[config.mk]
export PLATFORM = sky130hd
export DESIGN_NAME = eeprom_wp_ctrl
export DESIGN_NICKNAME = d
export VERILOG_FILES = /design/src/rtl/wp_pkg.sv /design/src/rtl/wp_lock_regs.sv /design/src/rtl/wp_cmd_unit.sv /design/src/rtl/wp_allow_eval.sv /design/src/rtl/eeprom_wp_ctrl.sv
export SDC_FILE = /design/constraint.sdc
export NUM_CORES = 1
export LEC_CHECK = 0
export BUFFER_PORTS_ARGS = -buffer_cell sky130_fd_sc_hd__buf_2
export CORE_AREA = 2 2 39 41
export CTS_BUF_LIST = sky130_fd_sc_hd__clkbuf_4 sky130_fd_sc_hd__clkbuf_8 sky130_fd_sc_hd__clkbuf_16
export DETAILED_ROUTE_END_ITERATION = 7
export DIE_AREA = 0 0 41 43
export PLACE_DENSITY = 0.47
export SLEW_MARGIN = 20
export SYNTH_ARGS = -nofsm -noshare
export SYNTH_HDL_FRONTEND = slang
export SYNTH_SLANG_ARGS = --single-unit
[constraint.sdc]
create_clock -name clk_i -period 1.47 [get_ports clk_i]
set_input_delay 0.0735 -clock clk_i [delete_from_list [all_inputs] [get_ports clk_i]]
set_output_delay 0.0735 -clock clk_i [all_outputs]
set_load 0.05 [all_outputs]
[src/rtl/wp_pkg.sv]
package wp_pkg;
  typedef enum logic [1:0] {
    OP_SET_PERM  = 2'b00,
    OP_SET_REV   = 2'b01,
    OP_CLR_REV   = 2'b10,
    OP_QUERY_REV = 2'b11
  } wp_op_e;
endpackage

[src/rtl/wp_lock_regs.sv]
module wp_lock_regs #(
  parameter bit PERM_INIT = 1'b0,
  parameter bit REV_INIT  = 1'b0
) (
  input  logic clk_i,
  input  logic rst_ni,
  input  logic perm_set_i,
  input  logic rev_set_i,
  input  logic rev_clr_i,
  output logic perm_o,
  output logic rev_o
);
  logic perm_q, rev_q;

  always_ff @(posedge clk_i or negedge rst_ni) begin
    if (!rst_ni) begin
      perm_q <= PERM_INIT;
      rev_q  <= REV_INIT;
    end else begin
      if (perm_set_i) perm_q <= 1'b1;  // one-way: no clear path exists
      if (rev_set_i)      rev_q <= 1'b1;
      else if (rev_clr_i) rev_q <= 1'b0;
    end
  end

  assign perm_o = perm_q;
  assign rev_o  = rev_q;

  assert_perm_sticky_R3: assert property (@(posedge clk_i) disable iff (!rst_ni)
    perm_q |=> perm_q);

  assert_rev_frozen_R6: assert property (@(posedge clk_i) disable iff (!rst_ni)
    perm_q |=> $stable(rev_q));
endmodule

[src/rtl/wp_cmd_unit.sv]
module wp_cmd_unit
  import wp_pkg::*;
(
  input  logic   clk_i,
  input  logic   rst_ni,
  input  logic   cmd_valid_i,
  input  wp_op_e cmd_op_i,
  input  logic   perm_i,
  input  logic   rev_i,
  output logic   perm_set_o,
  output logic   rev_set_o,
  output logic   rev_clr_o,
  output logic   resp_valid_o,
  output logic   resp_ack_o
);
  logic ack_d;
  logic resp_valid_q, resp_ack_q;

  always_comb begin
    ack_d      = 1'b0;
    perm_set_o = 1'b0;
    rev_set_o  = 1'b0;
    rev_clr_o  = 1'b0;
    unique case (cmd_op_i)
      OP_SET_PERM: begin
        ack_d      = !perm_i;
        perm_set_o = cmd_valid_i && ack_d;
      end
      OP_SET_REV: begin
        ack_d     = !perm_i && !rev_i;
        rev_set_o = cmd_valid_i && ack_d;
      end
      OP_CLR_REV: begin
        ack_d     = !perm_i;
        rev_clr_o = cmd_valid_i && ack_d;
      end
      OP_QUERY_REV: ack_d = !rev_i;  // status only, no update
      default: ack_d = 1'b0;
    endcase
  end

  always_ff @(posedge clk_i or negedge rst_ni) begin
    if (!rst_ni) begin
      resp_valid_q <= 1'b0;
      resp_ack_q   <= 1'b0;
    end else begin
      resp_valid_q <= cmd_valid_i;
      resp_ack_q   <= cmd_valid_i && ack_d;
    end
  end

  assign resp_valid_o = resp_valid_q;
  assign resp_ack_o   = resp_ack_q;

  assert_query_reply_R7: assert property (@(posedge clk_i) disable iff (!rst_ni)
    (cmd_valid_i && cmd_op_i == OP_QUERY_REV) |=> (resp_valid_o && (resp_ack_o == !$past(rev_i))));

  assert_locked_refuse_R6: assert property (@(posedge clk_i) disable iff (!rst_ni)
    (cmd_valid_i && perm_i && (cmd_op_i == OP_SET_REV || cmd_op_i == OP_CLR_REV))
      |=> (resp_valid_o && !resp_ack_o));

  assert_no_spurious_resp_R10: assert property (@(posedge clk_i) disable iff (!rst_ni)
    !cmd_valid_i |=> !resp_valid_o);
endmodule

[src/rtl/wp_allow_eval.sv]
module wp_allow_eval #(
  parameter int ADDR_W = 8
) (
  input  logic [ADDR_W-1:0] addr_i,
  input  logic              hw_protect_i,
  input  logic              perm_i,
  input  logic              rev_i,
  output logic              allow_o
);
  localparam logic [ADDR_W-1:0] HalfBase = {1'b1, {(ADDR_W-1){1'b0}}};

  logic in_low_half;
  assign in_low_half = addr_i < HalfBase;
  assign allow_o = !hw_protect_i && !(in_low_half && (perm_i || rev_i));
endmodule

[src/rtl/eeprom_wp_ctrl.sv]
module eeprom_wp_ctrl
  import wp_pkg::*;
#(
  parameter int ADDR_W    = 8,
  parameter bit PERM_INIT = 1'b0,
  parameter bit REV_INIT  = 1'b0
) (
  input  logic              clk_i,
  input  logic              rst_ni,
  input  logic              hw_protect_i,
  input  logic              cmd_valid_i,
  input  logic [1:0]        cmd_op_i,
  output logic              resp_valid_o,
  output logic              resp_ack_o,
  input  logic [ADDR_W-1:0] wr_addr_i,
  output logic              wr_allow_o
);
  logic perm, rev;
  logic perm_set, rev_set, rev_clr;

  wp_cmd_unit u_cmd (
    .clk_i        (clk_i),
    .rst_ni       (rst_ni),
    .cmd_valid_i  (cmd_valid_i),
    .cmd_op_i     (wp_op_e'(cmd_op_i)),
    .perm_i       (perm),
    .rev_i        (rev),
    .perm_set_o   (perm_set),
    .rev_set_o    (rev_set),
    .rev_clr_o    (rev_clr),
    .resp_valid_o (resp_valid_o),
    .resp_ack_o   (resp_ack_o)
  );

  wp_lock_regs #(
    .PERM_INIT (PERM_INIT),
    .REV_INIT  (REV_INIT)
  ) u_locks (
    .clk_i      (clk_i),
    .rst_ni     (rst_ni),
    .perm_set_i (perm_set),
    .rev_set_i  (rev_set),
    .rev_clr_i  (rev_clr),
    .perm_o     (perm),
    .rev_o      (rev)
  );

  wp_allow_eval #(.ADDR_W(ADDR_W)) u_allow (
    .addr_i       (wr_addr_i),
    .hw_protect_i (hw_protect_i),
    .perm_i       (perm),
    .rev_i        (rev),
    .allow_o      (wr_allow_o)
  );

  assert_hw_blocks_R8: assert property (@(posedge clk_i) disable iff (!rst_ni)
    hw_protect_i |-> !wr_allow_o);

  assert_upper_open_R2: assert property (@(posedge clk_i) disable iff (!rst_ni)
    (!hw_protect_i && wr_addr_i[ADDR_W-1]) |-> wr_allow_o);

  assert_resp_single_R9: assert property (@(posedge clk_i) disable iff (!rst_ni)
    resp_valid_o |=> (!resp_valid_o || $past(cmd_valid_i)));
endmodule

==> summary.md <==
| Metric | Value |
|---|---|
| GP Congestion | `0.629` |
| Clk slew on worst S/H paths | `0.04 ns` |
| Critical Path Sink Type | `primary output` |
| Antenna cells | `0` |
| Worst setup SP type | `register` |
| Post-DP HPWL | `281 um` |
| Largest family of logic cells by synthesized area | `compound AO/OA/AOI/OAI gates` |
| Synth area leaders | `dfrtp_1, nor4bb_1, o21ba_2` |
| Xor and xnor fraction of the mapped netlist area | `0` |
| Fin area | `280 sq um` |
| Clk_skew | `0.00185 ns` |
| Total gr overflow | `0` |
| Via count | `151` |
| DRC viols | `0` |
| Arrival time of the worst setup path | `1.18 ns` |
| DP Area | `238 sq um` |
| Detailed Route WL | `373 um` |
| CP top delay family | `flip-flops` |
| Main synth FF type | `dfrtp_1` |
| Synth Instances | `15` |
| Avg Cell Area, Syn | `11.5 sq um` |
| GRT Util Overall | `0.0554` |
| Clock Sinks | `4` |
| Clk root buf | `clkbuf_4` |
| Initial antenna violation count | `0` |
| Share of flip-flops with an asynchronous set or reset | `1.00` |
| Largest net degree at the start of global routing | `6` |
| Vias in the first global route | `136` |
| Worst path bufs/invs | `1` |
| Worst hold slack | `0.0632 ns` |
| Fillers | `147` |
| Post-CTS sizing | `0` |
| Starting Density | `0.125` |
| RSZ-0062 raised after global routing | `no` |
| Max IR drop VDD | `0.290 mV` |
| Area growth, synth to finish | `62.3%` |
| Pleak | `0.135 nW` |
| CTS tree | `yes` |
| Compound-cell area share of the yosys netlist | `0.196` |
| DR WL/cell | `8.29 um` |
| Synth top area share | `0.580` |
| Simple-gate share of the synthesized area | `0.181` |
| Ports | `17` |
| TNS Setup | `0 ns` |
| Sequential share of the synthesized area | `0.580` |
| Area leader, netlist | `dfrtp_1` |
| Fmax achieved | `0.800 GHz` |
| Max Slew Vio Count | `0` |
| Input/output buffers | `9` |
| Final setup fails | `0` |
| CTS Buffer Depth | `2` |
| Die height | `43 um` |
| Iteration-0 DRC count of the detailed router | `3` |
| Power density cells | `1030 nW/um^2` |
| Die area | `1760 sq um` |
| Critical Path, Cell by Cell | `o21ba_2 -> nor2_1 -> buf_2` |
| Synth Area in Adders | `0` |
| EDFF count, synth | `0` |
| Max incr delay on CP | `0.41 ns` |
| Top-count cell post-synth | `dfrtp_1` |
| Period utilization | `0.850` |
| Post-synth cell types | `11` |
| Relative slew slack | `0.835` |
| CORE AREA | `1380 sq um` |
| Synth top cells by count | `dfrtp_1, inv_1` |
| Least-Margin Pin Slew | `0.245 ns` |
| Fin nets | `45` |
| Syn Std Cell Area | `173 sq um` |
| Final Hold Fails | `0` |
| Die W | `41 um` |
| Final ANT Viol Nets | `0` |
| Multiplexer share of the synthesized area | `0` |
| Final WS setup | `0.221 ns` |
| Critical Path RT | `1.40 ns` |
| Status | `finished clean` |
| Minimum clock period | `1.25 ns` |
| CTS Buf Count | `3` |
| Hold Buf Count CTS | `2` |
| Type of the worst setup path | `reg2out` |
| First-pass GRT wire length | `593 um` |
| FF+latch count, synth | `4` |
| First drt pass iteration count | `2` |
| Worst-path maximum fanout | `5` |
| DR vias/cell | `3.36` |
| H-tree Lvls | `1` |
| Syn Nets | `29` |
| MaxCap Viol Count | `0` |
| Place WS | `0.463 ns` |
| CP max stage cell | `dfrtp_1` |
| # Post-CTS Setup Buffers | `0` |
| Synth Warn # | `0` |
| Clk_lat worst skew | `0.23 ns` |
| # rows | `14` |
| Share of layout cells above drive strength 1 | `0.448` |
| Worst Hold Class | `in2reg` |
## kinds of logic (layout without fill, tap and decap cells)
logic type | after synthesis | in the layout
DFF | 4 | 4
and+or+nand+nor | 5 | 5
buffers and inverters | 2 | 16
AOI/OAI and AO/OA | 4 | 4
## layer usage
metal	track usage	part of all wire	routed length, um	up-vias
met5	0	0	0	-
met3	0.0471	0.13	48	0
met4	0.0400	0	0	0
met1	0.0877	0.61	228	60
li1	-	-	-	81
met2	0.0406	0.26	97	10
## worst paths after layout
check,startpoint,to,slack (ns),depth (start not counted)
setup / recovery,u_locks.perm_o,wr_allow_o,0.22,3
hold / removal,cmd_op_i[0],u_locks.perm_o,0.06,2
setup reg to reg,u_locks.perm_o,u_locks.rev_o,0.50,2
hold reg to reg,u_locks.rev_o,u_locks.rev_o,0.51,1
max in group asynchronous,rst_ni,u_cmd.resp_valid_o,1.17,2
min in group asynchronous,rst_ni,u_cmd.resp_ack_o,0.18,2
## layout make-up
type / count / area, sq um / share of cell area
inverter: 2 / 7.51 / 0.0268
sequential: 4 / 100 / 0.357
multi-input combinational: 9 / 65.1 / 0.232
clock buffer: 3 / 22.5 / 0.0804
timing repair buffer: 11 / 65.1 / 0.232
tap: 16 / 20.0 / 0.0714
## power breakdown
group | switching, mW | total (mW) | internal (mW)
clock network | 0.0435 | 0.135 | 0.0913
logic | 0.0243 | 0.0400 | 0.0157
registers | 0.000386 | 0.113 | 0.113
total | 0.0681 | 0.288 | 0.220
## state kept, by name (all words and copies together), names as in the netlist
signal	flops
u_cmd.resp_ack_o	1
u_locks.perm_o	1
u_locks.rev_o	1
u_cmd.resp_valid_o	1
## placed cells by master, fill, tap and decap left out
cell type / count
dlygate4sd3_1: 2
nor2_1: 1
a211o_1: 1
clkbuf_4: 3
nand2_1: 1
buf_2: 9
nand3b_1: 1
dfrtp_1: 4
inv_1: 2
and2_1: 1
o21ba_2: 1
o31ai_1: 1
nor4bb_1: 1
a211oi_1: 1
## through the flow
step	total power, mW	utilization	cells
after global placement	0.151	0.172	40
after global routing	0.305	0.203	45
after floorplan	0.134	-	15
final	0.288	0.203	45
after CTS	0.298	0.203	45
after detailed placement	0.151	0.172	40
Power figures use the tool's default switching activity.
